$ cat src/rtl/spi_cmd_pkg.sv
package spi_cmd_pkg;

    localparam int BYTE_W = 8;

    typedef enum logic [2:0] {
        ST_CMD,
        ST_ADDR,
        ST_RDATA,
        ST_WDATA,
        ST_RDSR,
        ST_SRDATA,
        ST_IGN
    } seq_st_t;

    typedef enum logic [2:0] {
        K_NONE,
        K_WREN,
        K_WRDI,
        K_RDSR,
        K_WRSR,
        K_READ,
        K_WRITE
    } op_kind_t;

    typedef struct packed {
        logic sck;
        logic cs_n;
        logic si;
        logic hold_n;
    } pins_t;

    // Upper nibble must be zero; bit 3 is a don't-care.
    function automatic op_kind_t decode_op(input logic [7:0] b);
        op_kind_t k;
        k = K_NONE;
        if (b[7:4] == 4'b0000) begin
            case (b[2:0])
                3'b110:  k = K_WREN;
                3'b100:  k = K_WRDI;
                3'b101:  k = K_RDSR;
                3'b001:  k = K_WRSR;
                3'b011:  k = K_READ;
                3'b010:  k = K_WRITE;
                default: k = K_NONE;
            endcase
        end
        return k;
    endfunction

endpackage

$ cat src/rtl/spi_in_sync.sv
module spi_in_sync #(
    parameter int               W       = 4,
    parameter int               STAGES  = 2,
    parameter logic [W-1:0]     RST_VAL = '0
) (
    input  logic         clk,
    input  logic         rst,
    input  logic [W-1:0] d,
    output logic [W-1:0] q
);
    logic [W-1:0] pipe [STAGES];

    always_ff @(posedge clk) begin
        if (rst) begin
            for (int i = 0; i < STAGES; i++) pipe[i] <= RST_VAL;
        end else begin
            pipe[0] <= d;
            for (int i = 1; i < STAGES; i++) pipe[i] <= pipe[i-1];
        end
    end

    assign q = pipe[STAGES-1];
endmodule

$ cat src/rtl/spi_hold_ctl.sv
module spi_hold_ctl (
    input  logic clk,
    input  logic rst,
    input  logic cs_act,
    input  logic sck_s,
    input  logic hold_n_s,
    output logic hold_q
);
    logic hold_n_d;

    always_ff @(posedge clk) begin
        if (rst) begin
            hold_n_d <= 1'b1;
            hold_q   <= 1'b0;
        end else begin
            hold_n_d <= hold_n_s;
            if (!cs_act)
                hold_q <= 1'b0;
            else if (!sck_s && hold_n_d && !hold_n_s)
                hold_q <= 1'b1;
            else if (!sck_s && !hold_n_d && hold_n_s)
                hold_q <= 1'b0;
        end
    end
endmodule

$ cat src/rtl/spi_cmd_fsm.sv
module spi_cmd_fsm
    import spi_cmd_pkg::*;
#(
    parameter int ADDR_W = 15,
    parameter int PAGE_W = 6,
    parameter int GUARD_W = 6
) (
    input  logic                clk,
    input  logic                rst,
    input  logic                cs_act,
    input  logic                cs_fall,
    input  logic                cs_rise,
    input  logic                sck_rise,
    input  logic                sck_fall,
    input  logic                si_s,
    input  logic                busy,
    input  logic [GUARD_W-1:0]  guard,
    input  logic [BYTE_W-1:0]   mem_rdata,
    output logic [ADDR_W-1:0]   addr_q,
    output logic                out_bit,
    output logic                out_vld,
    output logic                wel_q,
    output logic [2:0]          bit_pos,
    output logic                wr_byte_vld,
    output logic [ADDR_W-1:0]   wr_byte_addr,
    output logic [BYTE_W-1:0]   wr_byte_data,
    output logic                wr_commit,
    output logic                sr_wr_vld,
    output logic [BYTE_W-1:0]   sr_wr_data
);
    seq_st_t             st;
    logic [BYTE_W-1:0]   in_sr, out_sr, rx_byte, stat_byte;
    logic                addr_lo_next, is_rd, pend_wr, pend_sr;
    op_kind_t            kind;

    assign rx_byte   = {in_sr[BYTE_W-2:0], si_s};
    assign kind      = decode_op(rx_byte);
    assign stat_byte = {guard, wel_q, busy};
    assign out_bit   = out_sr[BYTE_W-1];

    always_ff @(posedge clk) begin
        if (rst) begin
            st <= ST_CMD; in_sr <= '0; out_sr <= '0; bit_pos <= '0;
            addr_q <= '0; addr_lo_next <= 1'b0; is_rd <= 1'b0;
            pend_wr <= 1'b0; pend_sr <= 1'b0; wel_q <= 1'b0; out_vld <= 1'b0;
            wr_byte_vld <= 1'b0; wr_byte_addr <= '0; wr_byte_data <= '0;
            wr_commit <= 1'b0; sr_wr_vld <= 1'b0; sr_wr_data <= '0;
        end else begin
            wr_byte_vld <= 1'b0;
            wr_commit   <= 1'b0;
            sr_wr_vld   <= 1'b0;
            if (cs_rise || cs_fall) begin
                if (cs_rise && pend_wr) begin wr_commit <= 1'b1; wel_q <= 1'b0; end
                if (cs_rise && pend_sr) begin sr_wr_vld <= 1'b1; wel_q <= 1'b0; end
                pend_wr <= 1'b0; pend_sr <= 1'b0;
                st <= ST_CMD; bit_pos <= '0; out_vld <= 1'b0; addr_lo_next <= 1'b0;
            end else if (cs_act && sck_rise) begin
                in_sr   <= rx_byte;
                bit_pos <= bit_pos + 3'd1;
                if (bit_pos == 3'd7) begin
                    case (st)
                        ST_CMD: begin
                            if (busy && kind != K_RDSR) st <= ST_IGN;
                            else begin
                                case (kind)
                                    K_WREN:  begin wel_q <= 1'b1; st <= ST_IGN; end
                                    K_WRDI:  begin wel_q <= 1'b0; st <= ST_IGN; end
                                    K_RDSR:  st <= ST_RDSR;
                                    K_WRSR:  st <= wel_q ? ST_SRDATA : ST_IGN;
                                    K_READ:  begin st <= ST_ADDR; is_rd <= 1'b1; end
                                    K_WRITE: begin
                                        st <= wel_q ? ST_ADDR : ST_IGN; is_rd <= 1'b0;
                                    end
                                    default: st <= ST_IGN;
                                endcase
                            end
                        end
                        ST_ADDR: begin
                            if (!addr_lo_next) begin
                                addr_q[ADDR_W-1:BYTE_W] <= rx_byte[ADDR_W-BYTE_W-1:0];
                                addr_lo_next <= 1'b1;
                            end else begin
                                addr_q[BYTE_W-1:0] <= rx_byte;
                                st <= is_rd ? ST_RDATA : ST_WDATA;
                            end
                        end
                        ST_WDATA: begin
                            wr_byte_vld  <= 1'b1;
                            wr_byte_addr <= addr_q;
                            wr_byte_data <= rx_byte;
                            addr_q[PAGE_W-1:0] <= addr_q[PAGE_W-1:0] + 1'b1;
                            pend_wr <= 1'b1;
                        end
                        ST_SRDATA: begin
                            sr_wr_data <= rx_byte;
                            pend_sr    <= 1'b1;
                            st         <= ST_IGN;
                        end
                        default: ;
                    endcase
                end
            end else if (cs_act && sck_fall && (st == ST_RDATA || st == ST_RDSR)) begin
                if (bit_pos == 3'd0) begin
                    out_vld <= 1'b1;
                    if (st == ST_RDATA) begin
                        out_sr <= mem_rdata;
                        addr_q <= addr_q + 1'b1;
                    end else begin
                        out_sr <= stat_byte;
                    end
                end else begin
                    out_sr <= {out_sr[BYTE_W-2:0], 1'b0};
                end
            end
        end
    end
endmodule

$ cat src/rtl/spi_mem_cmd_engine.sv
module spi_mem_cmd_engine
    import spi_cmd_pkg::*;
#(
    parameter int ADDR_W  = 15,
    parameter int PAGE_W  = 6,
    parameter int GUARD_W = 6
) (
    input  logic               clk,
    input  logic               rst,
    input  logic               sck,
    input  logic               cs_n,
    input  logic               si,
    input  logic               hold_n,
    output logic               so_d,
    output logic               so_oe,
    output logic [ADDR_W-1:0]  mem_addr,
    input  logic [BYTE_W-1:0]  mem_rdata,
    input  logic [GUARD_W-1:0] guard_bits,
    input  logic               wr_busy,
    output logic               wr_byte_vld,
    output logic [ADDR_W-1:0]  wr_byte_addr,
    output logic [BYTE_W-1:0]  wr_byte_data,
    output logic               wr_commit,
    output logic               sr_wr_vld,
    output logic [BYTE_W-1:0]  sr_wr_data
);
    localparam int PIN_W = $bits(pins_t);

    pins_t raw, syn;
    logic  sck_d, cs_act, cs_act_d, cs_fall, cs_rise;
    logic  hold_q, sck_rise, sck_fall, out_vld, out_bit, wel_q;
    logic [2:0] bit_pos;

    assign raw = '{sck: sck, cs_n: cs_n, si: si, hold_n: hold_n};

    spi_in_sync #(.W(PIN_W), .STAGES(2), .RST_VAL(PIN_W'(4'b0101))) u_sync (
        .clk(clk), .rst(rst), .d(raw), .q(syn)
    );

    assign cs_act = !syn.cs_n;

    always_ff @(posedge clk) begin
        if (rst) begin
            sck_d    <= 1'b0;
            cs_act_d <= 1'b0;
        end else begin
            sck_d    <= syn.sck;
            cs_act_d <= cs_act;
        end
    end

    assign cs_fall  = cs_act && !cs_act_d;
    assign cs_rise  = !cs_act && cs_act_d;

    spi_hold_ctl u_hold (
        .clk(clk), .rst(rst), .cs_act(cs_act), .sck_s(syn.sck),
        .hold_n_s(syn.hold_n), .hold_q(hold_q)
    );

    assign sck_rise = syn.sck && !sck_d && !hold_q;
    assign sck_fall = !syn.sck && sck_d && !hold_q;

    spi_cmd_fsm #(.ADDR_W(ADDR_W), .PAGE_W(PAGE_W), .GUARD_W(GUARD_W)) u_fsm (
        .clk(clk), .rst(rst), .cs_act(cs_act), .cs_fall(cs_fall), .cs_rise(cs_rise),
        .sck_rise(sck_rise), .sck_fall(sck_fall), .si_s(syn.si), .busy(wr_busy),
        .guard(guard_bits), .mem_rdata(mem_rdata), .addr_q(mem_addr),
        .out_bit(out_bit), .out_vld(out_vld), .wel_q(wel_q), .bit_pos(bit_pos),
        .wr_byte_vld(wr_byte_vld), .wr_byte_addr(wr_byte_addr),
        .wr_byte_data(wr_byte_data), .wr_commit(wr_commit),
        .sr_wr_vld(sr_wr_vld), .sr_wr_data(sr_wr_data)
    );

    assign so_d  = out_bit;
    assign so_oe = out_vld && cs_act && !hold_q;
endmodule

$ cat config.mk
export PLATFORM = sky130hd
export DESIGN_NAME = spi_mem_cmd_engine
export DESIGN_NICKNAME = d
export VERILOG_FILES = /design/src/rtl/spi_cmd_pkg.sv /design/src/rtl/spi_in_sync.sv /design/src/rtl/spi_hold_ctl.sv /design/src/rtl/spi_cmd_fsm.sv /design/src/rtl/spi_mem_cmd_engine.sv
export SDC_FILE = /design/constraint.sdc
export NUM_CORES = 1
export LEC_CHECK = 0
export BUFFER_PORTS_ARGS = -buffer_cell sky130_fd_sc_hd__buf_2
export CORE_MARGIN = 2
export CORE_UTILIZATION = 55
export DETAILED_ROUTE_END_ITERATION = 10
export GPL_ROUTABILITY_DRIVEN = 0
export MAX_ROUTING_LAYER = met4
export PLACE_DENSITY = 0.8
export SETUP_SLACK_MARGIN = 0.1
export SYNTH_ARGS = -nofsm -noshare
export SYNTH_HDL_FRONTEND = slang
export SYNTH_SLANG_ARGS = --single-unit
$ cat constraint.sdc
create_clock -name clk -period 4.5 [get_ports clk]
set_input_delay 0.225 -clock clk [delete_from_list [all_inputs] [get_ports clk]]
set_output_delay 0.225 -clock clk [all_outputs]
set_load 0.05 [all_outputs]
### After elaboration in Yosys (flattened, before gate mapping)

Memories as Yosys holds them, arrays and structs flattened.
Cells that the tools add are included.

| cells by class | value |
|---|---|
| $add $sub $neg | 3 |
| equal/unequal tests | 28 |
| mux-type cells | 39 |
| bitwise logic cells | 6 |
| reduce and logical (&&, ||, !) cells | 58 |

Operators with widths:

| kind | count |
|---|---|
| $mux 15 | 5 |
| $eq 3x3->1 const B | 9 |
| $mux 8 | 3 |
| $reduce_and 7->1 | 3 |
| $eq 3x2->1 const B | 6 |
| $logic_and 1x1->1 | 18 |
| $pmux 3 s6 | 1 |
| $mux 1 | 16 |
| $reduce_bool 2->1 | 8 |
| $add 15x1->15 const B | 1 |
| $reduce_and 3->1 | 5 |
| $mux 3 | 4 |
| $pmux 3 s4 | 1 |
| $pmux 6 s2 | 1 |
| $reduce_and 4->1 | 3 |
| $reduce_and 6->1 | 2 |
| $eq 3x1->1 const B | 3 |
| $mux 9 | 1 |
| $pmux 3 s3 | 1 |
| $mux 4 | 2 |
| $logic_not 1->1 | 7 |
| $mux 7 | 1 |
| $add 6x1->6 const B | 1 |
| $logic_not 3->1 | 2 |
| other kinds (15) | 30 |

| word-level totals | value |
|---|---|
| bits in registers | 80 |
| RAM bits | 8 |
| input bits | 21 |
| output and inout port bits | 51 |
| logic and storage cells | 158 |
| memories | 1 |

Memories:

| memory | words | width | read ports | clocked after memory_dff | wr ports | line | text |
|---|---|---|---|---|---|---|---|
| u_sync.pipe | 2 | 4 | 2 | 0 | 2 | spi_in_sync.sv:11 | `logic [W-1:0] pipe [STAGES];` |

### Depth between registers and ports, before layout

An unclocked memory read counts as a cell.

| depth | value |
|---|---|
| depth in word-level cells | 11 |
| depth in mapped cells | 8 |
| gate-level depth less buffers | 6 |

### By module

Synthesis repeated with hierarchy kept, for this count alone.

| unflattened totals | value |
|---|---|
| cells, all modules | 498 |
| area, all modules | 4,130.2 um^2 |

Modules (own cells, without submodules):

| module | instances | cells an instance | area each (um^2) | seq. area each (um^2) |
|---|---|---|---|---|
| spi_cmd_fsm | 1 | 460 | 3,703.6 | 1,521.5 |
| spi_in_sync | 1 | 20 | 240.2 | 160.2 |
| spi_mem_cmd_engine | 1 | 10 | 101.3 | 40.0 |
| spi_hold_ctl | 1 | 8 | 85.1 | 40.0 |

### Least setup slack after synthesis

Ideal clock, no wire load.

| path | value |
|---|---|
| path type | reg2reg |
| start | register u_hold.hold_q |
| end | register u_fsm.st[0] |
| setup time | 0.072 ns |
| arrival | 2.038 ns |
| data required time | 4.428 ns |
| slack | 2.390 ns |
| stages on the path, launching flop included | 6 |
| buffers on the path | 1 |
| clock period less this slack | 2.110 ns |
| path through | dfxtp_1 > or4b_1 > buf_2 > or4_4 > or4_1 > a21oi_1 |

| on the way | value |
|---|---|
| word-level cells in the longest chain between the ends | 4 |

RTL lines:

| element | line | text |
|---|---|---|
| start, declared | spi_hold_ctl.sv:7 | `output logic hold_q` |
| start signal, assigned | spi_hold_ctl.sv:14 | `hold_q <= 1'b0;` |
| start signal, assigned | spi_hold_ctl.sv:18 | `hold_q <= 1'b0;` |
| start signal, assigned | spi_hold_ctl.sv:20 | `hold_q <= 1'b1;` |
| $logic_not 1->1 | spi_mem_cmd_engine.sv:60 | `assign sck_rise = syn.sck && !sck_d && !hold_q;` |
| $logic_and 1x1->1 | spi_mem_cmd_engine.sv:60 |  |
| $logic_and 1x1->1 | spi_cmd_fsm.sv:57 | `end else if (cs_act && sck_rise) begin` |
| $reduce_and 4->1 (no source line) | n/a |  |
| end signal, assigned | spi_cmd_fsm.sv:69 | `K_WRSR: st <= wel_q ? ST_SRDATA : ST_IGN;` |
| end signal, assigned | spi_cmd_fsm.sv:84 | `st <= is_rd ? ST_RDATA : ST_WDATA;` |
| end, declared | spi_cmd_fsm.sv:31 | `seq_st_t st;` |

Every way passes these cells.
A chain may end at the register's enable or synchronous reset.

==> results.yml <==
outcome:
  outcome: "complete, no violations"
die:
  die_h_um: 89.2
  die_w_um: 89.2
  rows: 31
  core_area_mm2: 0.00714
  start_util_pct: 55.9
  fp.dieArea_mm2: 0.00795
  ios: 72
power:
  vdd_drop_max_mv: 0.178
  leakage_nw: 1.80
  power_density_mw_per_mm2: 303
  power_mw: 1.38
clocking:
  clkLatencyLatePin_ps: 370
  clk_pin_slew_ps: 90
  cts_resized: 0
  htree_levels: 3
  cts_tree: "built"
  cts_setup_buffers: 0
  cts_hold_buf: 0
  cts_root_buf: "clkbuf_8"
  cts_sinks: 88
  cts_buffer_depth: 2
  cts_inserted_buffers: 9
run:
  drv_cap: 0
grt:
  grt_first_pass_wirelength_um: 15900
  grt_max_degree: 68
  grt_antenna_before_repair: 0
  grt_overflow: 0
  gr-usage-all-layers_pct: 26.4
  grt_pass1_vias: 3260
synthesis:
  synthTopCellsByCount: "dfxtp_1 (88), nand2_1 (87), a21oi_1 (49)"
  yosysMostFrequentCell: "dfxtp_1"
  synth_top_area_share_pct: 44.1
  ys.flop_type: "dfxtp_1"
  yosysSeqAreaShare_pct: 44.1
  yosysWarnings: 0
  synthCells: 478
  ys_types: 54
  syn_avg_cell_area_um2: 8.35
  ys_async_sr_fraction_pct: 0
  synth_fp_nets: 504
  synth_area_mm2: 0.00399
  synth-seq-cells: 88
  synth_edf_count: 0
  ys_top_cells_by_area: "dfxtp_1 (44%), nand2_1 (8.2%), a21oi_1 (6.1%), mux2i_1 (5.3%), clkbuf_1 (3.5%)"
  synth_largest_area_cell: "dfxtp_1"
finish:
  n_antenna_cell: 0
  fin_cells: 627
  fin_util_pct: 63.7
  drive_gt1_share_pct: 18.4
  seq_area_mm2: 0.00176
  layout.nets: 549
  multiInputGateArea_mm2: 0.00206
  areaGrowthSynthToFinish_pct: 13.9
  fillers: 669
  fin_area_mm2: 0.00454
setup_path:
  setup.worst_path.start: "u_sync.pipe[0][6]"
  crit_required_ps: 4780
  path_cells: "ha_1 > nor4bb_1 > nand4b_1 > and2_0 > o32ai_1"
  cp.arrival_ps: 3340
  crit_end: "u_fsm.addr_q[9]"
  path_class: "register to register"
  start_kind: "register"
  end_kind: "register"
  r2r-end: "u_fsm.addr_q[9]"
  path_depth: 5
  critical_path.max_stage_delay_ps: 700
  worstReg2RegStart: "u_sync.pipe[0][6]"
  cp.buffers_inverters: 0
  crit_fanout: 21
  r2r_cells: 5
  reg2reg_slack_ps: 1430
  critPathTopFamily: "simple AND/OR/NAND/NOR gates"
  worst_path_max_delay_cell: "ha_1"
sta:
  setup_ws_ps: 1430
  max_freq_ghz: 0.326
  setup_tns_ps: 0
  fin_worst_skew_ps: 12.3
  fin_crit_sh_pct: 68.1
  slew_headroom_pct: 32.6
  slew_viol_final: 0
  rsz0062_at_grt: "false"
  worstMarginPinSlew_ps: 1010
  setup_viol: 0
  fin_crit_ps: 3070
  holdWs_ps: 44.9
  final_hold_viol_count: 0
placement:
  dp_hpwl_um: 6300
  port_buffers: 71
  dpl_cell_area_mm2: 0.00435
  placedCellCount: 611
  dp_slack_ps: 1530
detailed_routing:
  drt-total-wl_um: 9720
  drc: 0
  vias: 3701
  final_antenna_net_count: 0
  via_per_inst: 5.90
  drt_first_pass_iters: 4
  drtIter0Drc: 267
  wl_per_cell_um: 15.5
min_path:
  hp-class: "input port to register"
-- power breakdown --
part	total, mW	internal [mW]	switching [mW]
Sequential	0.786	0.782	0.00346
Combinational	0.0425	0.0150	0.0275
Clock	0.549	0.260	0.290
Total	1.38	1.06	0.321
-- worst min-delay path by stage --
stage,cells after the start,start,endpoint
floorplan,1,hold_n,u_sync.pipe[0][0]
global placement,1,u_sync.pipe[0][0],u_sync.pipe[0][4]
detailed placement,1,u_sync.pipe[0][0],u_sync.pipe[0][4]
CTS,2,hold_n,u_sync.pipe[0][0]
global route,2,cs_n,u_sync.pipe[0][2]
finish,2,hold_n,u_sync.pipe[0][0]
-- final cells by class --
class / instances / area share (%)
Tap cell: 99 / 2.73
Clock buffer: 10 / 2.81
Clock inverter: 6 / 1.49
Inverter: 9 / 0.743
Multi-Input combinational cell: 342 / 45.3
Timing Repair Buffer: 73 / 8.15
Sequential cell: 88 / 38.8
-- routing by layer --
layer | routed length [µm] | GRT usage (%) | vias to the layer above
li1 | - | - | 1798
met1 | 4300 | 34.8 | 1751
met2 | 4690 | 41.5 | 139
met3 | 566 | 3.60 | 13
met4 | 158 | 9.36 | 0
met5 | 0 | - | -
-- placed cells by master (no fill, tap or decap), types with 3 or more instances in the layout --
cell type | synthesis | layout
a22oi_1 | 8 | 8
and2_1 | 6 | 6
buf_2 | 1 | 71
dfxtp_1 | 88 | 88
nor4bb_1 | 5 | 5
o31a_1 | 3 | 3
nand2_1 | 87 | 87
and3_1 | 7 | 7
nand4_1 | 8 | 8
o32ai_1 | 10 | 10
nor2b_1 | 8 | 8
nand4b_1 | 3 | 3
clkbuf_8 | 0 | 9
a31oi_1 | 6 | 6
a22o_1 | 7 | 7
a21oi_1 | 49 | 49
mux2i_1 | 21 | 21
and3b_1 | 3 | 3
nor3_1 | 5 | 5
nand3_1 | 13 | 13
or2_2 | 4 | 4
a32oi_1 | 3 | 3
o21ai_0 | 12 | 12
nand2b_1 | 4 | 4
ha_1 | 5 | 5
inv_1 | 9 | 9
and4_1 | 5 | 5
nor2_1 | 29 | 29
-- registers in the layout, summed over array words and instances, names as in the netlist, 2 cells and up, named ones only --
| register | count |
|---|---|
| u_fsm.bit_pos | 3 |
| u_fsm.in_sr | 7 |
| u_fsm.sr_wr_data | 8 |
| u_fsm.st | 2 |
| u_fsm.wr_byte_addr | 15 |
| u_fsm.wr_byte_data | 8 |
| u_fsm.addr_q | 15 |
| u_fsm.out_sr | 8 |
| u_sync.pipe | 8 |
-- cells by family after synthesis --
group	count (synthesis)	share of synthesized area (%)
compound gates	114	18.8
xor+xnor	1	0.219
fa+ha+maj	5	1.57
buf+inv	48	4.55
flops	88	44.1
mux	21	5.27
simple gates	201	25.5
No activity file was read; power rests on OpenSTA's default activity.
